<file path="src/rtl/cs_seq_pkg.sv">
package cs_seq_pkg;
  localparam int unsigned CS_WORDS_DEF  = 6;
  localparam int unsigned CS_WORD_W_DEF = 32;

  typedef enum logic [0:0] {
    SEQ_IDLE = 1'b0,
    SEQ_RUN  = 1'b1
  } seq_state_e;

  typedef enum logic [1:0] {
    SH_HOLD  = 2'd0,
    SH_LOAD  = 2'd1,
    SH_SHIFT = 2'd2,
    SH_CLEAR = 2'd3
  } sh_op_e;
endpackage

</file>
<file path="src/rtl/cs_word_pick.sv">
module cs_word_pick #(
  parameter int unsigned NUM_WORDS = 6,
  parameter int unsigned WORD_W    = 32,
  localparam int unsigned IDX_W    = (NUM_WORDS > 1) ? $clog2(NUM_WORDS) : 1
) (
  input  logic [NUM_WORDS*WORD_W-1:0] words_i,
  input  logic [IDX_W-1:0]            sel_i,
  output logic [WORD_W-1:0]           word_o
);
  logic [WORD_W-1:0] word_arr [NUM_WORDS];

  for (genvar g = 0; g < NUM_WORDS; g++) begin : g_split
    assign word_arr[g] = words_i[g*WORD_W +: WORD_W];
  end

  always_comb begin
    word_o = '0;
    for (int i = 0; i < NUM_WORDS; i++) begin
      if (sel_i == IDX_W'(i)) word_o = word_arr[i];
    end
  end
endmodule

</file>
<file path="src/rtl/cs_bit_shifter.sv">
module cs_bit_shifter
  import cs_seq_pkg::*;
#(
  parameter int unsigned WORD_W = 32
) (
  input  logic              clk,
  input  logic              rst,
  input  sh_op_e            op_i,
  input  logic [WORD_W-1:0] word_i,
  output logic              bit_o
);
  logic [WORD_W-1:0] sh_q;
  logic              bit_q;

  always_ff @(posedge clk) begin
    if (rst) begin
      sh_q  <= '0;
      bit_q <= 1'b0;
    end else begin
      unique case (op_i)
        SH_LOAD: begin
          bit_q <= word_i[0];
          sh_q  <= word_i >> 1;
        end
        SH_SHIFT: begin
          bit_q <= sh_q[0];
          sh_q  <= sh_q >> 1;
        end
        SH_CLEAR: begin
          bit_q <= 1'b0;
          sh_q  <= '0;
        end
        default: ;
      endcase
    end
  end

  assign bit_o = bit_q;

  // a load presents the sampled word's bit 0 on the following cycle
  assert_load_bit0_R9: assert property (@(posedge clk) disable iff (rst)
    (op_i == SH_LOAD) |=> (bit_o == $past(word_i[0])));

  // a clear drives the bit to zero
  assert_clear_zero_R7: assert property (@(posedge clk) disable iff (rst)
    (op_i == SH_CLEAR) |=> !bit_o);
endmodule

</file>
<file path="src/rtl/cs_seq_ctrl.sv">
module cs_seq_ctrl
  import cs_seq_pkg::*;
#(
  parameter int unsigned NUM_WORDS = 6,
  parameter int unsigned WORD_W    = 32,
  localparam int unsigned IDX_W    = (NUM_WORDS > 1) ? $clog2(NUM_WORDS) : 1,
  localparam int unsigned CNT_W    = $clog2(WORD_W + 1),
  localparam logic [IDX_W-1:0] LAST_IDX = IDX_W'(NUM_WORDS - 1)
) (
  input  logic             clk,
  input  logic             rst,
  input  logic             tx_en_i,
  input  logic             cs_en_i,
  input  logic             frame_adv_i,
  input  logic             blk_start_i,
  output sh_op_e           op_o,
  output logic [IDX_W-1:0] load_idx_o,
  output logic             busy_o
);
  seq_state_e       state_q, state_d;
  logic [IDX_W-1:0] idx_q, idx_d;
  logic [CNT_W-1:0] cnt_q, cnt_d;
  logic             busy_q, busy_d;
  logic             active;
  logic             word_done;

  assign active    = tx_en_i & cs_en_i;
  assign word_done = (cnt_q == CNT_W'(WORD_W));

  always_comb begin
    state_d    = state_q;
    idx_d      = idx_q;
    cnt_d      = cnt_q;
    busy_d     = busy_q;
    op_o       = SH_HOLD;
    load_idx_o = '0;
    if (frame_adv_i) begin
      if (!active) begin
        state_d = SEQ_IDLE;
        busy_d  = 1'b0;
        op_o    = SH_CLEAR;
      end else if (blk_start_i) begin
        state_d    = SEQ_RUN;
        idx_d      = '0;
        cnt_d      = CNT_W'(1);
        busy_d     = 1'b1;
        op_o       = SH_LOAD;
        load_idx_o = '0;
      end else if (state_q == SEQ_RUN) begin
        if (!word_done) begin
          cnt_d = cnt_q + CNT_W'(1);
          op_o  = SH_SHIFT;
        end else if (idx_q == LAST_IDX) begin
          state_d = SEQ_IDLE;
          busy_d  = 1'b0;
          op_o    = SH_CLEAR;
        end else begin
          idx_d      = idx_q + IDX_W'(1);
          cnt_d      = CNT_W'(1);
          op_o       = SH_LOAD;
          load_idx_o = idx_q + IDX_W'(1);
          if (idx_q + IDX_W'(1) == LAST_IDX) busy_d = 1'b0;
        end
      end else begin
        op_o = SH_CLEAR;
      end
    end
  end

  always_ff @(posedge clk) begin
    if (rst) begin
      state_q <= SEQ_IDLE;
      idx_q   <= '0;
      cnt_q   <= '0;
      busy_q  <= 1'b0;
    end else begin
      state_q <= state_d;
      idx_q   <= idx_d;
      cnt_q   <= cnt_d;
      busy_q  <= busy_d;
    end
  end

  assign busy_o = busy_q;

  // busy only rises on a strobe that carried the block start
  assert_busy_rise_R5: assert property (@(posedge clk) disable iff (rst)
    $rose(busy_o) |-> $past(frame_adv_i && blk_start_i && active));

  // busy changes only as a result of a strobe
  assert_busy_steady_R10: assert property (@(posedge clk) disable iff (rst)
    !frame_adv_i |=> $stable(busy_o));

  // a strobe seen with the sequencer disabled leaves busy low
  assert_off_not_busy_R8: assert property (@(posedge clk) disable iff (rst)
    (frame_adv_i && !active) |=> !busy_o);

  // busy is never held while the last word is in the shifter
  assert_last_not_busy_R6: assert property (@(posedge clk) disable iff (rst)
    (state_q == SEQ_RUN && idx_q == LAST_IDX) |-> !busy_o);

  // the bit counter never passes one word's width
  assert_cnt_range_R4: assert property (@(posedge clk) disable iff (rst)
    cnt_q <= CNT_W'(WORD_W));
endmodule

</file>
<file path="src/rtl/cs_tx_seq.sv">
module cs_tx_seq
  import cs_seq_pkg::*;
#(
  parameter int unsigned NUM_WORDS = CS_WORDS_DEF,
  parameter int unsigned WORD_W    = CS_WORD_W_DEF,
  localparam int unsigned IDX_W    = (NUM_WORDS > 1) ? $clog2(NUM_WORDS) : 1
) (
  input  logic                        clk,
  input  logic                        rst,
  input  logic                        tx_en,
  input  logic                        cs_en,
  input  logic                        frame_adv,
  input  logic                        blk_start,
  input  logic [NUM_WORDS*WORD_W-1:0] cs_words,
  output logic                        status_bit,
  output logic                        busy
);
  sh_op_e            sh_op;
  logic [IDX_W-1:0]  load_idx;
  logic [WORD_W-1:0] load_word;

  cs_seq_ctrl #(.NUM_WORDS(NUM_WORDS), .WORD_W(WORD_W)) u_ctrl (
    .clk         (clk),
    .rst         (rst),
    .tx_en_i     (tx_en),
    .cs_en_i     (cs_en),
    .frame_adv_i (frame_adv),
    .blk_start_i (blk_start),
    .op_o        (sh_op),
    .load_idx_o  (load_idx),
    .busy_o      (busy)
  );

  cs_word_pick #(.NUM_WORDS(NUM_WORDS), .WORD_W(WORD_W)) u_pick (
    .words_i (cs_words),
    .sel_i   (load_idx),
    .word_o  (load_word)
  );

  cs_bit_shifter #(.WORD_W(WORD_W)) u_shift (
    .clk    (clk),
    .rst    (rst),
    .op_i   (sh_op),
    .word_i (load_word),
    .bit_o  (status_bit)
  );

  // the status bit moves only after a strobe
  assert_bit_steady_R10: assert property (@(posedge clk) disable iff (rst)
    !frame_adv |=> $stable(status_bit));

  // a strobe with the sequencer disabled yields a zero bit
  assert_off_zero_R2: assert property (@(posedge clk) disable iff (rst)
    (frame_adv && !(tx_en && cs_en)) |=> !status_bit);
endmodule

</file>
<file path="config.mk">
export PLATFORM = sky130hd
export DESIGN_NAME = cs_tx_seq
export DESIGN_NICKNAME = d
export VERILOG_FILES = /design/src/rtl/cs_seq_pkg.sv /design/src/rtl/cs_word_pick.sv /design/src/rtl/cs_bit_shifter.sv /design/src/rtl/cs_seq_ctrl.sv /design/src/rtl/cs_tx_seq.sv
export SDC_FILE = /design/constraint.sdc
export NUM_CORES = 1
export LEC_CHECK = 0
export CAP_MARGIN = 25
export CORE_AREA = 2 2 100 102
export CTS_CLUSTER_DIAMETER = 50
export CTS_CLUSTER_SIZE = 40
export DETAILED_ROUTE_END_ITERATION = 12
export DIE_AREA = 0 0 102 104
export PLACE_DENSITY_LB_ADDON = 0.1
export SETUP_SLACK_MARGIN = 0.1
export SLEW_MARGIN = 40
export SYNTH_ARGS = -nofsm -noshare
export SYNTH_HDL_FRONTEND = slang
export SYNTH_SLANG_ARGS = --single-unit
</file>
<file path="constraint.sdc">
create_clock -name clk -period 3.2 [get_ports clk]
set_clock_uncertainty 0.05 [all_clocks]
set_input_delay 0.64 -clock clk [delete_from_list [all_inputs] [get_ports clk]]
set_output_delay 0.64 -clock clk [all_outputs]
set_load 0.005 [all_outputs]
</file>
; Word-level counts from Yosys, hierarchy flattened
; Index checks and enable logic that the tools add are counted.
[totals]
register_bits = 44
inputBits = 198
out_inout_bits = 2
[op_classes]
add_sub_neg = 2
n_eq_ne = 16
n_mux = 39
bitwise = 1
n_reduce_logical = 7
[ops]
columns = cell, count
row1 = $mux 32, 6
row2 = $pmux 32 s3, 1
row3 = $mux 3, 10
row4 = $mux 6, 4
row5 = $eq 3x3->1 const B, 4
row6 = $mux 2, 6
row7 = $mux 1, 11
row8 = $reduce_and 4->1, 2
row9 = $add 6x1->6 const B, 1
row10 = $eq 3x2->1 const B, 2
row11 = $eq 6x6->1 const B, 1
row12 = $ne 3x3->1 const B, 2
row13 = $reduce_and 5->1, 1
row14 = $eq 2x2->1 const B, 2
row15 = $ne 4x4->1 const B, 1
row16 = $reduce_bool 2->1, 2
row17 = $add 3x1->3 const B, 1
row18 = $eq 3x1->1 const B, 1
row19 = $logic_not 3->1, 1
row20 = $ne 3x2->1 const B, 1
row21 = $pmux 1 s3, 1
row22 = $reduce_bool 3->1, 1
row23 = $eq 2x1->1 const B, 1
row24 = $ne 2x2->1 const B, 1
row25 = $and 1x1->1, 1

; Logic depth before layout (Yosys ltp)
[depth]
depth_word = 15
ltp_mapped = 11
depth_no_buf = 8

; Hierarchy
; A second synthesis with hierarchy kept.
[unflattened]
cells_unflattened = 468
hier_area_um2 = 4655.7
[modules_own_cells]
columns = module, instances, cells_per_inst, area_each_um2, seq_area_each_um2
row1 = cs_bit_shifter, 1, 178, 1978.1, 640.6
row2 = cs_word_pick, 1, 198, 1913.1, 0.0
row3 = cs_seq_ctrl, 1, 92, 764.5, 220.2

; Worst setup path before layout
; OpenSTA, ideal clock, no wires.
[synth_path]
path_type = register -> register
start = register u_ctrl.idx_q[0]
end = register u_shift.sh_q[0]
setup_time_ns = 0.145
arrival_ns = 2.284
required_ns = 3.005
path_slack_ns = 0.720
stages_incl_launch_ff = 11
path_buffers = 2
period_less_slack_ns = 2.480
path_cell_list = dfxtp_1 clkbuf_1 inv_1 ha_1 nor2_1 nand2_1 nor3_1 clkbuf_1 nand2b_1 o221ai_1 nor4b_2
[synth_via]
elab_chain_cells = 15
elab_cells_between_ends = 31
classes_between = add/sub (1) / eq/ne (9) / mux (19) / reduce/logical (2)
[synth_lines]
columns = item, line_no
row1 = start: declaration, cs_seq_ctrl.sv:21  ; logic [IDX_W-1:0] idx_q, idx_d;
row2 = start signal: assignment, cs_seq_ctrl.sv:78  ; idx_q <= idx_d;
row3 = $add 3x1->3 / $eq 3x3->1 (equally long branches), "cs_seq_ctrl.sv:61, cs_seq_ctrl.sv:53"
row4 = $mux 3, cs_seq_ctrl.sv:53  ; end else if (idx_q == LAST_IDX) begin
row5 = $mux 3, cs_seq_ctrl.sv:50  ; if (!word_done) begin
row6 = $mux 3, cs_seq_ctrl.sv:49  ; end else if (state_q == SEQ_RUN) begin
row7 = $mux 3, cs_seq_ctrl.sv:42  ; end else if (blk_start_i) begin
row8 = $mux 3, cs_seq_ctrl.sv:38  ; if (!active) begin
row9 = $mux 3, cs_seq_ctrl.sv:37  ; if (frame_adv_i) begin
row10 = $logic_not 3->1, cs_word_pick.sv:19  ; if (sel_i == IDX_W'(i)) word_o = word_arr[i];
row11 = $mux 32 (6 in series), cs_word_pick.sv:19
row12 = $pmux 32 s3, cs_bit_shifter.sv:20  ; unique case (op_i)
row13 = end signal: assignment, cs_bit_shifter.sv:23  ; sh_q <= word_i >> 1;
row14 = end signal: assignment, cs_bit_shifter.sv:27  ; sh_q <= sh_q >> 1;
row15 = end: declaration, cs_bit_shifter.sv:12  ; logic [WORD_W-1:0] sh_q;
; Several ways; a longest one is shown, not always the timed one. The select of a mux whose other input is x is not followed.
; A chain may end at the register's enable or synchronous reset.

; Worst setup path in the final report
[layout_path]
start = register u_ctrl.idx_q[0]
end = register u_shift.sh_q[3]
; The elaborated chain is that of the path after synthesis.

==> results.md <==
- Hold path depth: 2
- Initial Utilization: 0.399
- Port Buf Inserts: 199
- Fin. Hold Viols: 0
- Pin slew with the least headroom to its limit: 0.534 ns
- Cell Chain, Critical Path: ha_1, xor2_4, buf_4, nand2_1, nor3_2, buf_4, nand2b_1, o221ai_1, nor4b_2
- RSZ-0062 raised after global routing: false
- Row cnt: 36
- Synthesized flop and latch total: 43
- Clk root buf: clkbuf_8
- Vias in the first global route: 4,784
- Primary FF master, synth: dfxtp_1
- PD cells: 255 nW/um2
- Routed length per instance: 20.2 um
- Share of cells above drive strength 1: 0.119
- Routed Antenna Nets: 0
- Crit Path Max Fanout: 37
- Placed Instance Area: 5990 um2
- Max_cap viols: 0
- Starting DRT DRC Count: 260
- Mapped Area: 3810 um2
- Reg2reg path depth: 9
- Via-to-Cell Ratio: 6.06
- Tcrit/Tclk final: 0.874
- Slowest cell on the critical path: dfxtp_2
- Endpoint type of the worst setup path: flop
- WP buf/inv: 2
- Crit-path leading delay family: buffers and inverters
- Synth-to-layout area growth: 60.9%
- Worst-Skew Late Latency: 0.31 ns
- Antenna Diode Count: 0
- H-tree levels: 2
- Final Util: 0.642
- Sw Share: 0.249
- Hold Path Origin: u_ctrl.busy_o
- Design area: 6130 um2
- WHS Endpoint: u_ctrl.busy_o
- Reg2reg start: u_ctrl.idx_q[0]
- CP arrival: 2.94 ns
- GPL Wtd Cong: 0.900
- Startpoint types: flop
- Status: finished, final reports clean
- First-pass GRT wire length: 24,300 um
- Count of different cell masters after synthesis: 42
- Total gr overflow: 0
- Minimum clock period after layout: 2.80 ns
- Clk sinks: 43
- Worst r2r dst: u_shift.sh_q[3]
- Part of the power in registers: 0.359
- Syn Nets: 641
- NumNets Final: 825
- Clk pwr share: 0.333
- Routed WL: 15,300 um
- Core area: 9550 um2
- # Post-CTS Setup Buffers: 0
- Total number of vias: 4,585
- Count leader, synth: nor2_1
- Internal Power: 1170 uW
- Final Power: 1560 uW
- F_max: 357 MHz
- Sequential element share of the synthesized area: 0.226
- Sw Pwr: 389 uW
- Fillers: 846
- Reg2reg setup slack: 0.40 ns
- Setup TNS: 0 ns
- Slew Viols, Final: 0
- Combinational Power Share: 0.308
- Worst-path clk slew: 0.09 ns
- Clock Path Buffers: 2
- Slowest stage delay, CP: 0.63 ns
- Post-Synthesis Cells: 438
- Top post-synthesis cells by area: dfxtp_1, nor4b_2, mux2i_1
- Initial antenna violation count: 0
- Synth warn: 0
- Max VDD drop: 0.000156 V
- WS Path Type: flop to flop
- Crit path top cell by count: buf_4
- HP Class: flop to flop
- Synth async-reset ratio: 0
- WHS: 0.445 ns
- # IOs: 200
- Drt pass-1 iters: 5
- Final setup vio count: 0
- Commonest cells post-synth: nor2_1, dfxtp_1, clkbuf_1, mux2i_1
- Clock tree from TritonCTS: done
- Synth top area share: 0.226
- GRT Overall Usage: 0.282
- Relative slew slack: 0.643
- Die Area: 10,600 um2
- DP Wirelength: 11,000 um
- Critical Path RT: 3.34 ns
- Avg Cell Area, Syn: 8.69 um2
- Die Y: 104 um
- Die width: 102 um
- CTS resizes: 0
- Largest net degree at the start of global routing: 38
- CTS buffer count: 5
- # DRC: 0
- Area leader, netlist: dfxtp_1
- Hold Buf Count CTS: 0
- Static Leak: 0.00208 uW
- Post-synth EDFFs: 0
cells in the final DEF (no fill, tap or decap), drive strengths merged, types with 2 or more instances in the layout:
cell,Yosys,layout
a21oi,8,8
a221oi,30,30
a311oi,2,2
a31oi,3,3
and2,2,2
and3,2,2
and4,2,2
buf,11,27
bufinv,0,2
clkbuf,38,6
clkdlybuf4s50,0,199
dfxtp,43,43
ha,5,5
inv,8,8
mux2i,32,32
nand2,14,14
nand2b,31,31
nand3,4,4
nand4,3,3
nor2,44,44
nor3,5,5
nor4,2,2
nor4b,30,30
o2111ai,30,30
o211ai,31,31
o21ai,9,9
o21bai,2,2
o221ai,31,31
xnor2,2,2
xor2,3,3
layout make-up:
cell class,count,area [um2],area share
clock buffers,6,72.6,0.0118
clock inverters,2,60.1,0.00980
inverters,8,30.0,0.00490
multi-input cells,338,2740,0.447
flip-flops and latches,43,862,0.141
well taps,133,166,0.0272
repair buffers,226,2190,0.358
state kept, by name (all words and copies together), names as in the netlist:
name and count:
u_ctrl.cnt_q 6, u_shift.bit_o 1, u_ctrl.busy_o 1, u_ctrl.state_q 1, u_ctrl.idx_q 3, u_shift.sh_q 31
how the worst max path moves through the flow:
stage | from | to | slack [ns] | cells past startpoint
floorplan | u_ctrl.idx_q[0] | u_shift.sh_q[0] | 0.72 | 10
global placement | blk_start | u_shift.sh_q[30] | 0.27 | 8
detailed placement | cs_en | u_shift.sh_q[7] | 0.24 | 8
CTS | u_ctrl.idx_q[0] | u_shift.sh_q[7] | 0.46 | 8
global route | u_ctrl.idx_q[0] | u_shift.sh_q[15] | 0.26 | 9
finish | u_ctrl.idx_q[0] | u_shift.sh_q[3] | 0.40 | 9
cells by family (layout without fill, tap and decap cells):
logic type                 after synthesis  in the layout  synth area share
adders and majority gates                5              5            0.0164
AOI/OAI and AO/OA                      154            154             0.324
and+or+nand+nor                        142            142             0.267
xor gates and xnor gates                 5              5            0.0115
buffers and inverters                   57            242            0.0703
muxes                                   32             32            0.0842
DFF                                     43             43             0.226
per-layer routing:
metal,track usage,wire (um)
met5,0,0
met2,0.475,7070
met1,0.350,6270
met4,0.105,408
met3,0.0585,1510
worst reg2reg max path, cell delays in order (launching register included):
cell and delay, ns:
dfxtp_2 0.63, ha_1 0.36, xor2_4 0.17, buf_4 0.39, nand2_1 0.21, nor3_2 0.17
buf_4 0.36, nand2b_1 0.16, o221ai_1 0.11, nor4b_2 0.08
stage by stage:
stage	setup slack, ns	cells
2_1_floorplan	0.720	438
3_3_place_gp	0.275	748
3_5_place_dp	0.240	748
4_1_cts	0.464	756
5_1_grt	0.258	756
6_report	0.402	756
power groups by stage:
stage	Sequential, uW	Clock, uW	Combinational (uW)
2_1_floorplan	570	0	174
3_3_place_gp	572	0	475
3_5_place_dp	572	0	479
4_1_cts	559	519	482
5_1_grt	561	539	517
6_report	560	520	481
Power figures use the tool's default switching activity.
